$ cat config.mk
export PLATFORM = sky130hd
export DESIGN_NAME = cr_train_seq
export DESIGN_NICKNAME = d
export VERILOG_FILES = /design/src/rtl/crs_pkg.sv /design/src/rtl/crs_delay_timer.sv /design/src/rtl/crs_lane_eval.sv /design/src/rtl/crs_retry_track.sv /design/src/rtl/cr_train_seq.sv
export SDC_FILE = /design/constraint.sdc
export NUM_CORES = 1
export LEC_CHECK = 0
export ABC_AREA = 1
export CAP_MARGIN = 15
export CORE_ASPECT_RATIO = 0.9
export CORE_UTILIZATION = 46
export DETAILED_ROUTE_END_ITERATION = 6
export HOLD_SLACK_MARGIN = 0.02
export PLACE_DENSITY = 0.81
export SETUP_SLACK_MARGIN = 0.05
export SYNTH_ARGS = -nofsm -noshare
export SYNTH_HDL_FRONTEND = slang
export SYNTH_SLANG_ARGS = --single-unit
$ cat constraint.sdc
create_clock -name clk -period 1.55 [get_ports clk]
set_input_delay 0.31 -clock clk [delete_from_list [all_inputs] [get_ports clk]]
set_output_delay 0.31 -clock clk [all_outputs]
set_load 0.02 [all_outputs]
$ cat src/rtl/crs_pkg.sv
package crs_pkg;
  localparam int LANE_BYTE_W = 8;
  localparam int STAT_NIB_W  = 4;
  localparam int CR_DONE_BIT = 0;
  localparam int SWING_LSB   = 0;
  localparam int SWING_W     = 2;
  localparam int SWING_MAX_BIT = 2;
  localparam logic [7:0] PAT1_NO_SCRAMBLE = 8'h21;

  typedef enum logic [2:0] {
    ST_IDLE,
    ST_INIT_WR,
    ST_WAIT,
    ST_READ,
    ST_CALC,
    ST_UPD_WR,
    ST_DONE
  } crs_state_e;
endpackage

$ cat src/rtl/crs_delay_timer.sv
module crs_delay_timer #(
  parameter int W = 8
) (
  input  logic         clk,
  input  logic         rst_n,
  input  logic         load_i,
  input  logic [W-1:0] load_val_i,
  output logic         zero_o
);
  logic [W-1:0] cnt_q, cnt_d;

  always_comb begin
    cnt_d = cnt_q;
    if (load_i)
      cnt_d = load_val_i;
    else if (cnt_q != '0)
      cnt_d = cnt_q - 1'b1;
  end

  always_ff @(posedge clk or negedge rst_n) begin
    if (!rst_n) cnt_q <= '0;
    else        cnt_q <= cnt_d;
  end

  assign zero_o = (cnt_q == '0);

  // the settle count falls by one each cycle until it reaches zero
  a_r2_count_down: assert property (@(posedge clk) disable iff (!rst_n)
    (!load_i && cnt_q != '0) |=> (cnt_q == $past(cnt_q) - 1'b1));
endmodule

$ cat src/rtl/crs_lane_eval.sv
module crs_lane_eval
  import crs_pkg::*;
#(
  parameter int NLANES = 4,
  parameter int LCNT_W = 3
) (
  input  logic [LCNT_W-1:0]             lane_cnt_i,
  input  logic [NLANES*STAT_NIB_W-1:0]  status_i,
  input  logic [NLANES*LANE_BYTE_W-1:0] set_i,
  output logic                          cr_all_o,
  output logic                          swmax_all_o
);
  logic [NLANES-1:0] cr_ok, mx_ok;

  for (genvar i = 0; i < NLANES; i++) begin : g_lane
    logic active;
    logic [STAT_NIB_W-1:0] nib;
    logic unused_nib_hi;
    assign active = (lane_cnt_i > LCNT_W'(i));
    assign nib    = status_i[i*STAT_NIB_W +: STAT_NIB_W];
    assign unused_nib_hi = ^nib[STAT_NIB_W-1:1];
    assign cr_ok[i] = !active || nib[CR_DONE_BIT];
    assign mx_ok[i] = !active || set_i[i*LANE_BYTE_W + SWING_MAX_BIT];
  end

  assign cr_all_o    = &cr_ok;
  assign swmax_all_o = &mx_ok;
endmodule

$ cat src/rtl/crs_retry_track.sv
module crs_retry_track #(
  parameter int CAP_HI   = 10,
  parameter int CAP_LO   = 80,
  parameter int SAME_LIM = 5
) (
  input  logic clk,
  input  logic rst_n,
  input  logic clr_i,
  input  logic rev14_i,
  input  logic adj_i,
  input  logic same_i,
  input  logic allmax_i,
  input  logic iter_i,
  output logic last_iter_o,
  output logic same_lim_o,
  output logic maxsw_o
);
  localparam int CAP_MAX = (CAP_HI > CAP_LO) ? CAP_HI : CAP_LO;
  localparam int IT_W    = $clog2(CAP_MAX + 1);
  localparam int SL_W    = $clog2(SAME_LIM + 1);

  logic [IT_W-1:0] it_q, it_d, cap_sel;
  logic [SL_W-1:0] vt_q, vt_d;
  logic            mx_q, mx_d;

  always_comb begin
    it_d = it_q;
    vt_d = vt_q;
    mx_d = mx_q;
    if (clr_i) begin
      it_d = '0;
      vt_d = SL_W'(1);
      mx_d = 1'b0;
    end else begin
      if (iter_i) it_d = it_q + 1'b1;
      if (adj_i) begin
        vt_d = same_i ? vt_q + 1'b1 : SL_W'(1);
        mx_d = allmax_i;
      end
    end
  end

  always_ff @(posedge clk or negedge rst_n) begin
    if (!rst_n) begin
      it_q <= '0;
      vt_q <= SL_W'(1);
      mx_q <= 1'b0;
    end else begin
      it_q <= it_d;
      vt_q <= vt_d;
      mx_q <= mx_d;
    end
  end

  assign cap_sel     = rev14_i ? IT_W'(CAP_HI) : IT_W'(CAP_LO);
  assign last_iter_o = (it_q == cap_sel - 1'b1);
  assign same_lim_o  = (vt_q == SL_W'(SAME_LIM));
  assign maxsw_o     = mx_q;

  // the iteration count never passes the selected cap
  a_r4_cap_bound: assert property (@(posedge clk) disable iff (!rst_n)
    it_q <= cap_sel);
  // the same-swing count stays within 1..limit
  a_r5_same_bound: assert property (@(posedge clk) disable iff (!rst_n)
    (vt_q != '0) && (vt_q <= SL_W'(SAME_LIM)));
endmodule

$ cat src/rtl/cr_train_seq.sv
module cr_train_seq
  import crs_pkg::*;
#(
  parameter int NLANES   = 4,
  parameter int DLY_W    = 8,
  parameter int CAP_HI   = 10,
  parameter int CAP_LO   = 80,
  parameter int SAME_LIM = 5
) (
  input  logic                          clk,
  input  logic                          rst_n,
  input  logic                          start_i,
  input  logic                          rev14_i,
  input  logic [$clog2(NLANES+1)-1:0]   lane_cnt_i,
  input  logic [DLY_W-1:0]              delay_i,
  output logic                          done_o,
  output logic                          pass_o,
  output logic                          rd_req_o,
  input  logic                          rd_ack_i,
  input  logic                          rd_err_i,
  input  logic [NLANES*STAT_NIB_W-1:0]  rd_status_i,
  output logic                          wr_req_o,
  output logic                          wr_pat_en_o,
  output logic [7:0]                    wr_pat_o,
  output logic [NLANES*LANE_BYTE_W-1:0] wr_lanes_o,
  input  logic                          wr_ack_i,
  input  logic                          wr_err_i,
  output logic                          calc_req_o,
  input  logic                          calc_ack_i,
  input  logic [NLANES*LANE_BYTE_W-1:0] calc_set_i
);
  localparam int LCNT_W = $clog2(NLANES + 1);
  localparam int DRV_W  = NLANES * LANE_BYTE_W;

  crs_state_e state_q, state_d;
  logic              pass_q, pass_d;
  logic              rev_q;
  logic [LCNT_W-1:0] lcnt_q;
  logic [DLY_W-1:0]  dly_q;
  logic [DRV_W-1:0]  drv_q, drv_d;
  logic              cfg_en, drv_en;

  logic start_ok, rd_hs, wr_hs, calc_hs;
  logic cr_all, swmax_all, tmr_zero, tmr_load;
  logic last_iter, same_lim, maxsw, same_sw, iter_done;

  assign start_ok = (state_q == ST_IDLE) && start_i;
  assign rd_hs    = rd_req_o && rd_ack_i;
  assign wr_hs    = wr_req_o && wr_ack_i;
  assign calc_hs  = calc_req_o && calc_ack_i;
  assign same_sw  = calc_set_i[SWING_LSB +: SWING_W] == drv_q[SWING_LSB +: SWING_W];
  assign iter_done = (state_q == ST_UPD_WR) && wr_hs && !wr_err_i;
  assign tmr_load  = wr_hs && !wr_err_i && !((state_q == ST_UPD_WR) && last_iter);

  crs_delay_timer #(.W(DLY_W)) u_timer (
    .clk        (clk),
    .rst_n      (rst_n),
    .load_i     (tmr_load),
    .load_val_i (dly_q),
    .zero_o     (tmr_zero)
  );

  crs_lane_eval #(.NLANES(NLANES), .LCNT_W(LCNT_W)) u_lanes (
    .lane_cnt_i  (lcnt_q),
    .status_i    (rd_status_i),
    .set_i       (calc_set_i),
    .cr_all_o    (cr_all),
    .swmax_all_o (swmax_all)
  );

  crs_retry_track #(.CAP_HI(CAP_HI), .CAP_LO(CAP_LO), .SAME_LIM(SAME_LIM)) u_track (
    .clk         (clk),
    .rst_n       (rst_n),
    .clr_i       (start_ok),
    .rev14_i     (rev_q),
    .adj_i       (calc_hs),
    .same_i      (same_sw),
    .allmax_i    (swmax_all),
    .iter_i      (iter_done),
    .last_iter_o (last_iter),
    .same_lim_o  (same_lim),
    .maxsw_o     (maxsw)
  );

  // next-state logic
  always_comb begin
    state_d = state_q;
    pass_d  = pass_q;
    unique case (state_q)
      ST_IDLE: if (start_i) begin
        state_d = ST_INIT_WR;
        pass_d  = 1'b0;
      end
      ST_INIT_WR: if (wr_ack_i)
        state_d = wr_err_i ? ST_DONE : ST_WAIT;
      ST_WAIT: if (tmr_zero)
        state_d = ST_READ;
      ST_READ: if (rd_ack_i) begin
        if (rd_err_i)
          state_d = ST_DONE;
        else if (cr_all) begin
          state_d = ST_DONE;
          pass_d  = 1'b1;
        end else if (same_lim || maxsw)
          state_d = ST_DONE;
        else
          state_d = ST_CALC;
      end
      ST_CALC: if (calc_ack_i)
        state_d = ST_UPD_WR;
      ST_UPD_WR: if (wr_ack_i)
        state_d = (wr_err_i || last_iter) ? ST_DONE : ST_WAIT;
      ST_DONE:
        state_d = ST_IDLE;
      default:
        state_d = ST_IDLE;
    endcase
  end

  assign cfg_en = start_ok;
  assign drv_en = start_ok || calc_hs;
  assign drv_d  = start_ok ? '0 : calc_set_i;

  // registers
  always_ff @(posedge clk or negedge rst_n) begin
    if (!rst_n) begin
      state_q <= ST_IDLE;
      pass_q  <= 1'b0;
    end else begin
      state_q <= state_d;
      pass_q  <= pass_d;
    end
  end

  always_ff @(posedge clk or negedge rst_n) begin
    if (!rst_n) begin
      rev_q  <= 1'b0;
      lcnt_q <= '0;
      dly_q  <= '0;
    end else if (cfg_en) begin
      rev_q  <= rev14_i;
      lcnt_q <= lane_cnt_i;
      dly_q  <= delay_i;
    end
  end

  always_ff @(posedge clk or negedge rst_n) begin
    if (!rst_n)      drv_q <= '0;
    else if (drv_en) drv_q <= drv_d;
  end

  assign rd_req_o    = (state_q == ST_READ);
  assign calc_req_o  = (state_q == ST_CALC);
  assign wr_req_o    = (state_q == ST_INIT_WR) || (state_q == ST_UPD_WR);
  assign wr_pat_en_o = (state_q == ST_INIT_WR);
  assign wr_pat_o    = wr_pat_en_o ? PAT1_NO_SCRAMBLE : 8'h00;
  assign wr_lanes_o  = drv_q;
  assign done_o      = (state_q == ST_DONE);
  assign pass_o      = done_o && pass_q;

  // one request at a time, pass only with done, done is a pulse
  a_r10_one_request: assert property (@(posedge clk) disable iff (!rst_n)
    $onehot0({rd_req_o, wr_req_o, calc_req_o}));
  a_r10_pass_with_done: assert property (@(posedge clk) disable iff (!rst_n)
    pass_o |-> done_o);
  a_r10_done_pulse: assert property (@(posedge clk) disable iff (!rst_n)
    done_o |=> !done_o);
  a_r10_req_held: assert property (@(posedge clk) disable iff (!rst_n)
    (rd_req_o && !rd_ack_i) |=> rd_req_o);
  // the pattern write carries cleared lane bytes
  a_r1_init_zero: assert property (@(posedge clk) disable iff (!rst_n)
    wr_pat_en_o |-> (wr_lanes_o == '0));
  // an accepted adjustment is written next, unchanged
  a_r7_update_loaded: assert property (@(posedge clk) disable iff (!rst_n)
    calc_hs |=> (wr_req_o && !wr_pat_en_o && wr_lanes_o == $past(calc_set_i)));
  // all active lanes locked gives a pass
  a_r3_pass_on_lock: assert property (@(posedge clk) disable iff (!rst_n)
    (rd_hs && !rd_err_i && cr_all) |=> pass_o);
  // a failed read ends the run with fail
  a_r8_read_err: assert property (@(posedge clk) disable iff (!rst_n)
    (rd_hs && rd_err_i) |=> (done_o && !pass_o));
  // a failed write ends the run with fail
  a_r9_write_err: assert property (@(posedge clk) disable iff (!rst_n)
    (wr_hs && wr_err_i) |=> (done_o && !pass_o));
endmodule

==> flow_results.xml <==
<?xml version="1.0" encoding="UTF-8"?>
<metrics>
  <group name="sta">
    <metric name="grt_setup_unrepaired" unit="">true</metric>
    <metric name="drv_slew" unit="">0</metric>
    <metric name="timing.final.crit_period" unit="ps">1541</metric>
    <metric name="hold_viol_final" unit="">0</metric>
    <metric name="finalSetupViolations" unit="">0</metric>
    <metric name="achievable-frequency" unit="GHz">0.6490</metric>
    <metric name="fin_worst_hold_slack" unit="ps">469.8</metric>
    <metric name="layout_worst_path_cycle_share" unit="%">99.41</metric>
    <metric name="skew" unit="ps">6.271</metric>
  </group>
  <group name="place">
    <metric name="port_buffers" unit="">95</metric>
    <metric name="gp_congestion" unit="">0.8673</metric>
    <metric name="hpwl" unit="mm">6.238</metric>
  </group>
  <group name="power_and_ir_drop">
    <metric name="vdd_ir_drop_max" unit="mV">1.102</metric>
    <metric name="report.power.total" unit="uW">9719</metric>
    <metric name="power.leakage" unit="uW">0.002721</metric>
    <metric name="power.density" unit="mW/mm^2">1905</metric>
  </group>
  <group name="critical_path">
    <metric name="cp_cell_sequence" unit="">inv_2, nand2_4, buf_6, nor2_4, nand2_2, o21ai_4, buf_12, inv_8, nand2_2, nand3_1</metric>
    <metric name="worst-endpoint-arrival" unit="ps">1760</metric>
    <metric name="worstPathRequired" unit="ps">1770</metric>
    <metric name="timing_worst_setup_path_type" unit="">register to register</metric>
    <metric name="cpPeakStageDelay" unit="ps">440</metric>
    <metric name="worstSetupStartpoint" unit="">state_q[1]$_DFFE_PN0P_</metric>
    <metric name="crit_path_max_fanout" unit="">8</metric>
    <metric name="worst_r2r_startpoint" unit="">state_q[1]$_DFFE_PN0P_</metric>
    <metric name="startpoint_type" unit="">register</metric>
    <metric name="cp.buffers_inverters" unit="">4</metric>
    <metric name="cell_class_contributing_the_biggest_share_of_worst_path_delay" unit="">flip-flops</metric>
    <metric name="critical-path-top-cell-by-count" unit="">sky130_fd_sc_hd__nand2_2</metric>
    <metric name="crit_slowest_cell" unit="">sky130_fd_sc_hd__dfrtp_2</metric>
    <metric name="worst_setup_path_end_kind" unit="">register</metric>
  </group>
  <group name="route">
    <metric name="drc" unit="">0</metric>
    <metric name="dr.first_iter.drc_count" unit="">130</metric>
    <metric name="drtPass1Iterations" unit="">5</metric>
    <metric name="via_count" unit="">3267</metric>
    <metric name="drt-vias-per-instance" unit="">4.943</metric>
    <metric name="route.final.wire_length" unit="mm">9.374</metric>
    <metric name="postRouteAntennaNets" unit="">0</metric>
    <metric name="wl_per_cell" unit="um">14.18</metric>
  </group>
  <group name="finish">
    <metric name="area_growth_syn_to_layout" unit="%">51.79</metric>
    <metric name="final_core_util" unit="%">72.10</metric>
    <metric name="num-nets-final" unit="">636</metric>
    <metric name="final.fill_count" unit="">527</metric>
    <metric name="num_antenna_cells" unit="">0</metric>
    <metric name="proportion_of_layout_cells_with_a_drive_suffix_above_1" unit="%">20.60</metric>
  </group>
  <group name="floorplanning">
    <metric name="design.portCount" unit="">114</metric>
    <metric name="placementRows" unit="">29</metric>
    <metric name="start_util" unit="%">47.50</metric>
    <metric name="die_y" unit="um">83.09</metric>
    <metric name="core_region_area" unit="sq mm">0.007076</metric>
    <metric name="die-area" unit="sq mm">0.007653</metric>
    <metric name="die-width" unit="um">92.10</metric>
  </group>
  <group name="clock_tree">
    <metric name="cts_max_path_buffers" unit="">2</metric>
    <metric name="post_cts_clock_slew_at_the_launch_and_capture_registers_of_the_worst_setup_and_hold_paths" unit="ps">80</metric>
    <metric name="htreeDepth" unit="">3</metric>
    <metric name="worst_skew_late_latency" unit="ps">340</metric>
    <metric name="tritoncts" unit="">done</metric>
    <metric name="cts_sinks" unit="">67</metric>
    <metric name="cts_inserted_buffers" unit="">9</metric>
    <metric name="clockRootBuffer" unit="">sky130_fd_sc_hd__clkbuf_8</metric>
  </group>
  <group name="job">
    <metric name="max_cap_violations" unit="">0</metric>
  </group>
  <group name="synth">
    <metric name="synth-seq-area-share" unit="%">49.93</metric>
    <metric name="synth.ff_latch_count" unit="">67</metric>
    <metric name="syn_inst" unit="">426</metric>
    <metric name="syn_area_per_cell" unit="sq um">7.889</metric>
    <metric name="ys.warnings.count" unit="">0</metric>
    <metric name="synth.cell_area" unit="sq mm">0.003361</metric>
    <metric name="synth_cell_type_count" unit="">36</metric>
  </group>
  <group name="grt">
    <metric name="grt_start_max_net_pins" unit="">40</metric>
    <metric name="wire_length_of_the_first_global_routing_pass" unit="mm">15.01</metric>
    <metric name="global_route.usage.total" unit="%">24.89</metric>
    <metric name="antenna_found_initial" unit="">0</metric>
    <metric name="overflow_after_grt" unit="">0</metric>
    <metric name="number_of_global_route_vias_before_repair" unit="">3191</metric>
  </group>
  <group name="min_path">
    <metric name="worst_hold_startpoint" unit="">wr_lanes_o[9]$_DFFE_PN0P_</metric>
    <metric name="worst_hold_path_type" unit="">register to register</metric>
  </group>
  <group name="run_status">
    <metric name="run_status" unit="">completed</metric>
  </group>
</metrics>
worst register-to-register path: stages (launching register included):
cell	delay [ps]
sky130_fd_sc_hd__dfrtp_2	440
sky130_fd_sc_hd__inv_2	90
sky130_fd_sc_hd__nand2_4	70
sky130_fd_sc_hd__buf_6	140
sky130_fd_sc_hd__nor2_4	70
sky130_fd_sc_hd__nand2_2	80
sky130_fd_sc_hd__o21ai_4	180
sky130_fd_sc_hd__buf_12	140
sky130_fd_sc_hd__inv_8	50
sky130_fd_sc_hd__nand2_2	70
sky130_fd_sc_hd__nand3_1	80
area by class of cell:
cell class	instances	area (sq um)	area share [%]
Clock buffer	10	127.6	2.502
Clock inverter	6	111.4	2.183
Inverter	50	200.2	3.924
Multi-Input combinational cell	294	1489	29.19
Sequential cell	67	1682	32.97
Tap cell	93	116.4	2.281
Timing Repair Buffer	141	1375	26.96
per-stage QoR:
step	cells	setup slack [ps]	TNS [ps]	instance area [sq um]
2_1_floorplan	431	136.6	0	3382
3_3_place_gp	629	-96.22	-1236	4599
3_5_place_dp	629	-129.0	-1897	4599
4_1_cts	654	-11.26	-11.26	4932
5_1_grt	661	-49.26	-349.7	5101
6_report	661	9.152	0	5101
synth_stat cells:
library cell / number / area share (%)
sky130_fd_sc_hd__nand2_1: 155 / 17
sky130_fd_sc_hd__dfrtp_1: 66 / 49
sky130_fd_sc_hd__nand3_1: 47 / 7.0
sky130_fd_sc_hd__inv_1: 45 / 5.0
sky130_fd_sc_hd__nor2_1: 22 / 2.5
sky130_fd_sc_hd__o21ai_0: 13 / 1.9
sky130_fd_sc_hd__buf_4: 8 / 1.8
sky130_fd_sc_hd__xor2_1: 7 / 1.8
sky130_fd_sc_hd__nor3_1: 6 / 0.89
sky130_fd_sc_hd__ha_1: 5 / 1.9
sky130_fd_sc_hd__o21ai_1: 5 / 0.74
sky130_fd_sc_hd__a21oi_1: 4 / 0.60
sky130_fd_sc_hd__buf_2: 4 / 0.60
sky130_fd_sc_hd__clkbuf_1: 4 / 0.45
sky130_fd_sc_hd__inv_2: 4 / 0.45
sky130_fd_sc_hd__nand2_2: 4 / 0.74
sky130_fd_sc_hd__buf_6: 3 / 1.0
sky130_fd_sc_hd__o22ai_1: 3 / 0.56
sky130_fd_sc_hd__nand2_4: 2 / 0.67
sky130_fd_sc_hd__nand4_1: 2 / 0.37
sky130_fd_sc_hd__nor2_2: 2 / 0.37
sky130_fd_sc_hd__a211oi_1: 1 / 0.22
sky130_fd_sc_hd__a22oi_1: 1 / 0.22
sky130_fd_sc_hd__buf_1: 1 / 0.11
sky130_fd_sc_hd__conb_1: 1 / 0.11
sky130_fd_sc_hd__dfstp_2: 1 / 0.78
sky130_fd_sc_hd__inv_4: 1 / 0.19
sky130_fd_sc_hd__nand3_2: 1 / 0.30
sky130_fd_sc_hd__nor2_4: 1 / 0.34
sky130_fd_sc_hd__nor3_2: 1 / 0.30
sky130_fd_sc_hd__nor3b_1: 1 / 0.22
sky130_fd_sc_hd__o21a_1: 1 / 0.22
sky130_fd_sc_hd__o21ai_4: 1 / 0.48
sky130_fd_sc_hd__o21bai_1: 1 / 0.22
sky130_fd_sc_hd__o31ai_1: 1 / 0.22
sky130_fd_sc_hd__xnor2_1: 1 / 0.26
power by group:
| part | total [uW] | switching, uW | leakage [uW] | internal [uW] |
|---|---|---|---|---|
| Combinational | 4840 | 2780 | 0.00173 | 2060 |
| Sequential | 3080 | 532 | 0.000872 | 2550 |
| Clock | 1800 | 723 | 0.000117 | 1070 |
| Total | 9720 | 4040 | 0.00272 | 5680 |
path summary, 6_finish.rpt:
check	to	slack, ps	depth (start not counted)
worst max-delay path	u_timer.cnt_q[1]$_DFFE_PN0P_	9	10
worst min-delay path	wr_lanes_o[9]$_DFFE_PN0P_	470	2
worst max register to register	u_timer.cnt_q[1]$_DFFE_PN0P_	9	10
worst min register to register	wr_lanes_o[9]$_DFFE_PN0P_	470	2
max in group asynchronous	u_track.vt_q[0]$_DFFE_PN1P_	770	3
min in group asynchronous	wr_lanes_o[12]$_DFFE_PN0P_	490	3
sequential cells by signal, summed over array words and instances, names as in the netlist, 3 cells and up:
signal	count
wr_lanes_o	32
u_track.it_q	7
u_track.vt_q	3
state_q	3
lcnt_q	3
dly_q	8
u_timer.cnt_q	8
kinds of logic after synthesis:
logic type | after synthesis | synth area share (%)
AOI/OAI and AO/OA | 31 | 5.436
adders and majority gates | 5 | 1.862
DFF | 67 | 49.93
buffers and inverters | 70 | 9.605
xor gates and xnor gates | 8 | 2.085
other | 1 | 0.1116
and+or+nand+nor | 244 | 30.98
timing repair:
action,CTS,global route
pin swaps,6,5
hold buffers,1,0
gates cloned,0,1
setup endpoints to repair,60,74
hold endpoints to repair,66,0
buffers inserted,8,6
resized for setup,96,36
metal layers:
layer | share of wire, % | global-route usage, % | wire length (um) | vias to the layer above
met4 | 2.5 | 9.659 | 230 | 0
met5 | 0 | 0 | 0 | -
met3 | 4.9 | 4.212 | 455 | 21
li1 | - | - | - | 1592
met2 | 51 | 42.88 | 4817 | 113
met1 | 41 | 31.17 | 3871 | 1541
layout by cell type (no fill, tap or decap), types with 3 or more instances in the layout:
| master | Yosys | layout |
|---|---|---|
| sky130_fd_sc_hd__inv_2 | 4 | 7 |
| sky130_fd_sc_hd__nand2_2 | 4 | 15 |
| sky130_fd_sc_hd__ha_1 | 5 | 5 |
| sky130_fd_sc_hd__nor2_4 | 1 | 5 |
| sky130_fd_sc_hd__nand3_1 | 47 | 47 |
| sky130_fd_sc_hd__buf_6 | 3 | 13 |
| sky130_fd_sc_hd__nor2_1 | 22 | 19 |
| sky130_fd_sc_hd__dfrtp_1 | 66 | 63 |
| sky130_fd_sc_hd__dfrtp_2 | 0 | 3 |
| sky130_fd_sc_hd__nand2_4 | 2 | 5 |
| sky130_fd_sc_hd__nor3_1 | 6 | 6 |
| sky130_fd_sc_hd__bufinv_16 | 0 | 3 |
| sky130_fd_sc_hd__a21oi_1 | 4 | 4 |
| sky130_fd_sc_hd__inv_1 | 45 | 40 |
| sky130_fd_sc_hd__dlygate4sd2_1 | 0 | 32 |
| sky130_fd_sc_hd__buf_4 | 8 | 33 |
| sky130_fd_sc_hd__o21ai_0 | 13 | 8 |
| sky130_fd_sc_hd__conb_1 | 1 | 6 |
| sky130_fd_sc_hd__buf_12 | 0 | 6 |
| sky130_fd_sc_hd__o21ai_1 | 5 | 8 |
| sky130_fd_sc_hd__xor2_1 | 7 | 7 |
| sky130_fd_sc_hd__clkbuf_8 | 0 | 9 |
| sky130_fd_sc_hd__nand2_1 | 155 | 141 |
| sky130_fd_sc_hd__clkdlybuf4s50_1 | 0 | 54 |
(Power assumes the default switching activity.)
